--- src/rtl/dq_pkg.sv ---
package dq_pkg;

    localparam logic [15:0] CRC_POLY     = 16'h1021;
    localparam logic [15:0] CRC_SEED     = 16'hFFFF;
    localparam logic [7:0]  PREAMBLE     = 8'h80;
    localparam int          SW_ADVANCE   = 0;
    localparam int          SW_PURGE     = 1;
    localparam int          SW_INTR      = 2;
    localparam logic [31:0] HW_FETCHED   = 32'h0000_0400;
    localparam logic [31:0] HW_COMPLETED = 32'h0000_4000;

    typedef enum logic [3:0] {
        ST_IDLE,
        ST_IL_RD,
        ST_IL_W,
        ST_FETCH_WR,
        ST_BODY_RD,
        ST_BODY_W,
        ST_CHECK,
        ST_EXEC_GO,
        ST_EXEC_WAIT,
        ST_RETC_WR,
        ST_DONE_RD,
        ST_DONE_W,
        ST_DONE_WR
    } dq_state_e;

    // One 32-bit word folded into the running CRC, most significant bit first
    function automatic logic [15:0] crc16_word(input logic [15:0] seed, input logic [31:0] w);
        logic [15:0] c;
        logic        fb;
        c = seed;
        for (int i = 31; i >= 0; i--) begin
            fb = c[15] ^ w[i];
            c  = {c[14:0], 1'b0};
            if (fb) c = c ^ CRC_POLY;
        end
        return c;
    endfunction

endpackage

--- src/rtl/dq_crc_acc.sv ---
module dq_crc_acc
    import dq_pkg::*;
(
    input  logic        clk,
    input  logic        rst_n,
    input  logic        clear,
    input  logic        upd,
    input  logic [31:0] word,
    output logic [15:0] crc
);

    logic [15:0] crc_d, crc_q;

    always_comb begin
        crc_d = crc_q;
        if (clear)    crc_d = CRC_SEED;
        else if (upd) crc_d = crc16_word(crc_q, word);
    end

    always_ff @(posedge clk or negedge rst_n) begin
        if (!rst_n) crc_q <= CRC_SEED;
        else        crc_q <= crc_d;
    end

    assign crc = crc_q;

endmodule

--- src/rtl/dq_ring_ptr.sv ---
module dq_ring_ptr #(
    parameter int SLOTS  = 4,
    localparam int SLOT_W = (SLOTS > 1) ? $clog2(SLOTS) : 1
) (
    input  logic              clk,
    input  logic              rst_n,
    input  logic              adv,
    output logic [SLOT_W-1:0] slot
);

    logic [SLOT_W-1:0] slot_d, slot_q, slot_inc;

    generate
        if (SLOTS > 1 && (SLOTS & (SLOTS - 1)) == 0) begin : g_pow2
            assign slot_inc = slot_q + 1'b1;
        end else begin : g_cmp
            assign slot_inc = (slot_q == SLOT_W'(SLOTS - 1)) ? '0 : slot_q + 1'b1;
        end
    endgenerate

    always_comb begin
        slot_d = slot_q;
        if (adv) slot_d = slot_inc;
    end

    always_ff @(posedge clk or negedge rst_n) begin
        if (!rst_n) slot_q <= '0;
        else        slot_q <= slot_d;
    end

    assign slot = slot_q;

    // pointer never leaves the ring
    a_r9_slot_in_range: assert property (@(posedge clk) disable iff (!rst_n)
        32'(slot_q) < SLOTS);

    // advancing from the top slot lands on slot 0
    a_r9_wrap_to_zero: assert property (@(posedge clk) disable iff (!rst_n)
        (adv && slot_q == SLOT_W'(SLOTS - 1)) |=> (slot_q == '0));

endmodule

--- src/rtl/dq_interlock_engine.sv ---
module dq_interlock_engine
    import dq_pkg::*;
#(
    parameter int          AW          = 16,
    parameter int          BASE_WORD   = 0,
    parameter int          SLOTS       = 4,
    parameter int          ENTRY_WORDS = 16,
    parameter int          PARAM_WORDS = 2,
    parameter logic [15:0] PURGE_RETC  = 16'h00F1
) (
    input  logic          clk,
    input  logic          rst_n,
    input  logic          doorbell,
    input  logic          err_clr,
    output logic          mem_req,
    output logic          mem_we,
    output logic [AW-1:0] mem_addr,
    output logic [31:0]   mem_wdata,
    input  logic [31:0]   mem_rdata,
    output logic          exec_start,
    output logic [7:0]    exec_cmd,
    output logic [15:0]   exec_seq,
    input  logic          exec_done,
    input  logic [15:0]   exec_retc,
    output logic          irq,
    output logic          err,
    output logic          busy
);

    localparam int SLOT_W    = (SLOTS > 1) ? $clog2(SLOTS) : 1;
    localparam int IDX_W     = $clog2(ENTRY_WORDS);
    localparam int LAST_BODY = 6 + PARAM_WORDS;
    localparam int RETC_OFF  = ENTRY_WORDS - 1;

    typedef struct packed {
        dq_state_e   st;
        logic [IDX_W-1:0] idx;
        logic [31:0] il;
        logic [15:0] crc_exp;
        logic [2:0]  swf;
        logic [7:0]  cmd;
        logic [15:0] seq;
        logic [15:0] retc;
        logic        err;
        logic        irq;
    } eng_t;

    eng_t r_q, r_d;

    logic              crc_clr, crc_upd, adv;
    logic [15:0]       crc_now;
    logic [SLOT_W-1:0] slot;
    logic [AW-1:0]     slot_base;

    dq_ring_ptr #(.SLOTS(SLOTS)) u_ptr (
        .clk  (clk),
        .rst_n(rst_n),
        .adv  (adv),
        .slot (slot)
    );

    dq_crc_acc u_crc (
        .clk  (clk),
        .rst_n(rst_n),
        .clear(crc_clr),
        .upd  (crc_upd),
        .word (mem_rdata),
        .crc  (crc_now)
    );

    assign slot_base = AW'(BASE_WORD) + AW'(slot) * AW'(ENTRY_WORDS);

    always_comb begin
        r_d        = r_q;
        r_d.irq    = 1'b0;
        crc_clr    = 1'b0;
        crc_upd    = 1'b0;
        adv        = 1'b0;
        mem_req    = 1'b0;
        mem_we     = 1'b0;
        mem_addr   = slot_base;
        mem_wdata  = '0;
        exec_start = 1'b0;
        if (err_clr) r_d.err = 1'b0;

        unique case (r_q.st)
            ST_IDLE: begin
                if (doorbell && !r_q.err) r_d.st = ST_IL_RD;
            end
            ST_IL_RD: begin
                mem_req = 1'b1;
                r_d.st  = ST_IL_W;
            end
            ST_IL_W: begin
                r_d.il = mem_rdata;
                if (mem_rdata[SW_ADVANCE] && (mem_rdata & HW_FETCHED) == '0) begin
                    r_d.crc_exp = mem_rdata[31:16];
                    r_d.swf     = mem_rdata[2:0];
                    r_d.st      = ST_FETCH_WR;
                end else begin
                    r_d.st = ST_IDLE;
                end
            end
            ST_FETCH_WR: begin
                mem_req   = 1'b1;
                mem_we    = 1'b1;
                mem_wdata = r_q.il | HW_FETCHED;
                crc_clr   = 1'b1;
                r_d.idx   = IDX_W'(1);
                r_d.st    = ST_BODY_RD;
            end
            ST_BODY_RD: begin
                mem_req  = 1'b1;
                mem_addr = slot_base + AW'(r_q.idx);
                r_d.st   = ST_BODY_W;
            end
            ST_BODY_W: begin
                crc_upd = 1'b1;
                if (r_q.idx == IDX_W'(1)) r_d.seq = mem_rdata[15:0];
                if (r_q.idx == IDX_W'(2)) r_d.cmd = mem_rdata[23:16];
                if (r_q.idx == IDX_W'(1) && mem_rdata[31:24] != PREAMBLE) begin
                    r_d.err = 1'b1;
                    r_d.st  = ST_IDLE;
                end else if (r_q.idx == IDX_W'(LAST_BODY)) begin
                    r_d.st = ST_CHECK;
                end else begin
                    r_d.idx = r_q.idx + 1'b1;
                    r_d.st  = ST_BODY_RD;
                end
            end
            ST_CHECK: begin
                if (crc_now != r_q.crc_exp) begin
                    r_d.err = 1'b1;
                    r_d.st  = ST_IDLE;
                end else if (r_q.swf[SW_PURGE]) begin
                    r_d.retc = PURGE_RETC;
                    r_d.st   = ST_RETC_WR;
                end else begin
                    r_d.st = ST_EXEC_GO;
                end
            end
            ST_EXEC_GO: begin
                exec_start = 1'b1;
                r_d.st     = ST_EXEC_WAIT;
            end
            ST_EXEC_WAIT: begin
                if (exec_done) begin
                    r_d.retc = exec_retc;
                    r_d.st   = ST_RETC_WR;
                end
            end
            ST_RETC_WR: begin
                mem_req   = 1'b1;
                mem_we    = 1'b1;
                mem_addr  = slot_base + AW'(RETC_OFF);
                mem_wdata = {r_q.retc, 16'h0000};
                r_d.st    = ST_DONE_RD;
            end
            ST_DONE_RD: begin
                mem_req = 1'b1;
                r_d.st  = ST_DONE_W;
            end
            ST_DONE_W: begin
                r_d.il = mem_rdata;
                r_d.st = ST_DONE_WR;
            end
            ST_DONE_WR: begin
                mem_req   = 1'b1;
                mem_we    = 1'b1;
                mem_wdata = r_q.il | HW_COMPLETED;
                r_d.irq   = r_q.swf[SW_INTR];
                adv       = 1'b1;
                r_d.st    = ST_IL_RD;
            end
            default: r_d.st = ST_IDLE;
        endcase
    end

    always_ff @(posedge clk or negedge rst_n) begin
        if (!rst_n) begin
            r_q <= '{st: ST_IDLE, default: '0};
        end else begin
            r_q <= r_d;
        end
    end

    assign exec_cmd = r_q.cmd;
    assign exec_seq = r_q.seq;
    assign irq      = r_q.irq;
    assign err      = r_q.err;
    assign busy     = (r_q.st != ST_IDLE);

    // every write of an interlock word carries the fetched bit
    a_r3_il_write_fetched: assert property (@(posedge clk) disable iff (!rst_n)
        (mem_req && mem_we && mem_addr == slot_base) |-> (mem_wdata[10] == 1'b1));

    // the start strobe is a single cycle
    a_r6_start_one_cycle: assert property (@(posedge clk) disable iff (!rst_n)
        exec_start |=> !exec_start);

    // interrupt lasts one cycle
    a_r8_irq_one_cycle: assert property (@(posedge clk) disable iff (!rst_n)
        irq |=> !irq);

    // interrupt only follows a completion write
    a_r8_irq_after_complete: assert property (@(posedge clk) disable iff (!rst_n)
        irq |-> $past(mem_req && mem_we && mem_wdata[14]));

    // a halted queue makes no access and starts nothing
    a_r10_err_quiet: assert property (@(posedge clk) disable iff (!rst_n)
        err |-> (!mem_req && !exec_start));

    // idle engine makes no memory access
    a_r2_idle_quiet: assert property (@(posedge clk) disable iff (!rst_n)
        !busy |-> !mem_req);

endmodule

--- config.mk ---
export PLATFORM = sky130hd
export DESIGN_NAME = dq_interlock_engine
export DESIGN_NICKNAME = d
export VERILOG_FILES = /design/src/rtl/dq_pkg.sv /design/src/rtl/dq_crc_acc.sv /design/src/rtl/dq_ring_ptr.sv /design/src/rtl/dq_interlock_engine.sv
export SDC_FILE = /design/constraint.sdc
export NUM_CORES = 1
export LEC_CHECK = 0
export ABC_CLOCK_PERIOD_IN_PS = 2880
export BUFFER_PORTS_ARGS = -buffer_cell sky130_fd_sc_hd__buf_2
export CAP_MARGIN = 0
export CELL_PAD_IN_SITES_DETAIL_PLACEMENT = 0
export CELL_PAD_IN_SITES_GLOBAL_PLACEMENT = 2
export CORE_MARGIN = 1.5
export CORE_UTILIZATION = 33
export DETAILED_ROUTE_END_ITERATION = 8
export PLACE_DENSITY_LB_ADDON = 0.12
export SLEW_MARGIN = 15
export SYNTH_ARGS = -nofsm -noshare
export SYNTH_HDL_FRONTEND = slang
export SYNTH_SLANG_ARGS = --single-unit
--- constraint.sdc ---
create_clock -name clk -period 2.88 [get_ports clk]
set_clock_uncertainty 0.05 [all_clocks]
set_input_delay 0.576 -clock clk [delete_from_list [all_inputs] [get_ports clk]]
set_output_delay 0.576 -clock clk [all_outputs]
set_load 0.01 [all_outputs]
==> run_results.csv <==
group,metric,value,unit
timing,grt_setup_unrepaired,"no",
grt,grt_usage,17.89,%
setup_path,crit_required,2.25,ns
yosys,ys.flop_type,"dfrtp_1",
flow_run,maxCapViolations,0,
timing,fin_crit_sh,96.37,%
floorplan,initial_core_util,33.46,%
setup_path,cp_top_family,"simple AND/OR/NAND/NOR gates",
yosys,synth_cell_type_count,50,
clock_tree,clockBufferDepth,2,
clock_tree,tritoncts,"built",
detailed_routing,drc,0,
setup_path,cpMaxStageDelayCell,"dfrtp_2",
clock_tree,cts_root_buf,"clkbuf_16",
power,p_leak,3.792,nW
outcome,status,"complete, no violations",
finish,antennaDiodeCount,0,
timing,timing.final.ws_setup,0.1047,ns
power,ir_drop,823.8,uV
clock_tree,cts_setup_buffers,0,
detailed_routing,vias_per_cell,4.689,
yosys,seq_area_frac_synth,45.95,%
yosys,ys_warn_count,0,
finish,area.growth.synth_to_final,26.03,%
clock_tree,cts.sinks,118,
finish,final_common_cell,"buf_2",
grt,grt_overflow,0,
setup_path,worstPathMaxFanout,30,
finish,drive_gt1_share,43.66,%
place,hpwlAfterDp,12900,um
detailed_routing,wl,17310,um
timing,fmax,360.3,MHz
timing,setup_viol,0,
clock_tree,clock_latency,0.42,ns
detailed_routing,wl_per_cell,18.05,um
power,power_density,1550,nW/um^2
setup_path,arrival,2.15,ns
detailed_routing,drt_iter0_drc,195,
setup_path,reg2reg_slack,0.13,ns
yosys,synthCells,539,
floorplan,die_h,143.0,um
setup_path,critPathBufInv,3,
place,io_buffers,120,
timing,slew_headroom,60.86,%
setup_path,cp-end-kind,"primary output",
yosys,avgSynthCellArea,12.00,um^2
place,post-place-ws,0.0005878,ns
finish,nets,740,
setup_path,cp_cell_sequence,"buf_4, nand2_1, nor3_1, or2_2, buf_12, a22o_1, buf_2",
floorplan,coreArea,19330,um^2
grt,grt_antenna_before_repair,0,
finish,mostFrequentLayoutCells,"119 x buf_2, 100 x dfrtp_1, 77 x xnor2_1, 74 x mux2_2, 52 x buf_4",
place,gp_congestion,0.8234,
detailed_routing,drtAntennaViolNets,0,
setup_path,max_stage_delay,0.45,ns
floorplan,num_rows,51,
floorplan,dieArea,20450,um^2
yosys,synth_area,6470,um^2
clock_tree,path_clk_slew,0.06,ns
timing,finalMaxSlewViolations,0,
yosys,synthArstFlopShare,100.0,%
floorplan,io_pins,131,
hold_path,min_path_type,"primary input to async pin",
detailed_routing,firstDrtPassIters,4,
timing,final.setup.tns,0,ns
yosys,yosysTopAreaCell,"dfrtp_1",
timing,finalHoldViolCount,0,
clock_tree,cts-htree-levels,4,
setup_path,critical_path_class,"register to primary output",
clock_tree,cts_made_buffers,17,
clock_tree,cts_resized,0,
grt,grt_max_degree,69,
clock_tree,holdBufCountCts,0,
grt,grt_pass1_vias,4640,
yosys,synth_top_cell_area_share,39.45,%
floorplan,dieWidth,143.0,um
detailed_routing,routed-via-count,4497,
timing,worstMarginPinSlew,0.5856,ns
setup_path,start_kind,"register",
yosys,synth_area_leaders,"dfrtp_1 39%, mux2_2 13%, xnor2_1 10%, dfstp_2 6.5%, buf_4 3.9%",
yosys,ys_seq_elements,118,
grt,grt_pass1_wl,26850,um
yosys,synth_edf_count,0,
timing,period_minus_slack,2.775,ns
==> Yosys cell counts, types with 3 or more instances <==
library cell,number
nand2_1,25
inv_1,5
a22o_1,27
ha_1,4
buf_4,34
nand4_1,6
xnor2_2,3
nor2_1,22
and2_1,17
o21ai_0,3
a21oi_1,20
xor2_1,20
o22a_1,7
buf_1,3
nor2b_1,3
clkbuf_1,20
dfrtp_1,102
xnor3_1,10
nand3_1,7
xnor2_1,77
mux2_2,74
dfstp_2,16
==> logic make-up after synthesis <==
kind of cell	share of synthesized area [%]
buf+inv	5.569
fa+ha+maj	0.7736
flops	45.95
mux	13.03
other cells	0.05796
simple gates	7.020
xor+xnor	19.51
compound gates	8.084
==> metrics by stage <==
step	util [%]	power (mW)	instances	hold slack, ns	instance area, um^2
finish	42.17	12.64	959	0.08046	8154
global route	42.17	13.51	959	0.1018	8154
CTS	42.15	12.78	959	0.08449	8150
detailed placement	38.89	10.41	929	0.4216	7520
global placement	38.89	10.39	929	0.4148	7520
floorplan	-	8.087	548	0.2304	6504
==> layout make-up <==
class | instances | area [um^2]
multi-input combinational | 368 | 3172
clock buffer | 22 | 484.2
inverter | 5 | 18.77
fill | 1892 | 11180
timing repair buffer | 173 | 1026
tap | 265 | 331.6
clock inverter | 8 | 146.4
sequential | 118 | 2975
==> worst paths after layout <==
check | start | endpoint | cells past startpoint
setup / recovery | r_q[97] | mem_wdata[26] | 7
hold / removal | rst_n | exec_seq[13] | 1
setup reg to reg | u_crc.crc[14] | u_crc.crc[14] | 7
hold reg to reg | u_ptr.slot[1] | u_ptr.slot[1] | 1
max in group asynchronous | rst_n | u_crc.crc[10] | 2
min in group clk | exec_retc[3] | r_q[5] | 2
==> layer usage <==
metal | share of wire, % | wire (um) | track usage (%)
met4 | 1.4 | 249 | 6.023
met1 | 48 | 8386 | 25.24
met3 | 5.4 | 938 | 4.158
met2 | 45 | 7739 | 26.93
met5 | 0 | 0 | 0
==> sequential cells by signal, summed over array words and instances, names as in the netlist <==
register and flops:
irq 1, u_ptr.slot 2, r_q 74, err 1, exec_seq 16, exec_cmd 8, u_crc.crc 16
==> report_power, final <==
part / internal, mW / total, mW / switching, mW
Sequential: 2.41 / 2.89 / 0.477
Clock: 1.53 / 2.28 / 0.751
Combinational: 4.14 / 7.47 / 3.33
Total: 8.08 / 12.6 / 4.56
(Power assumes the default switching activity.)
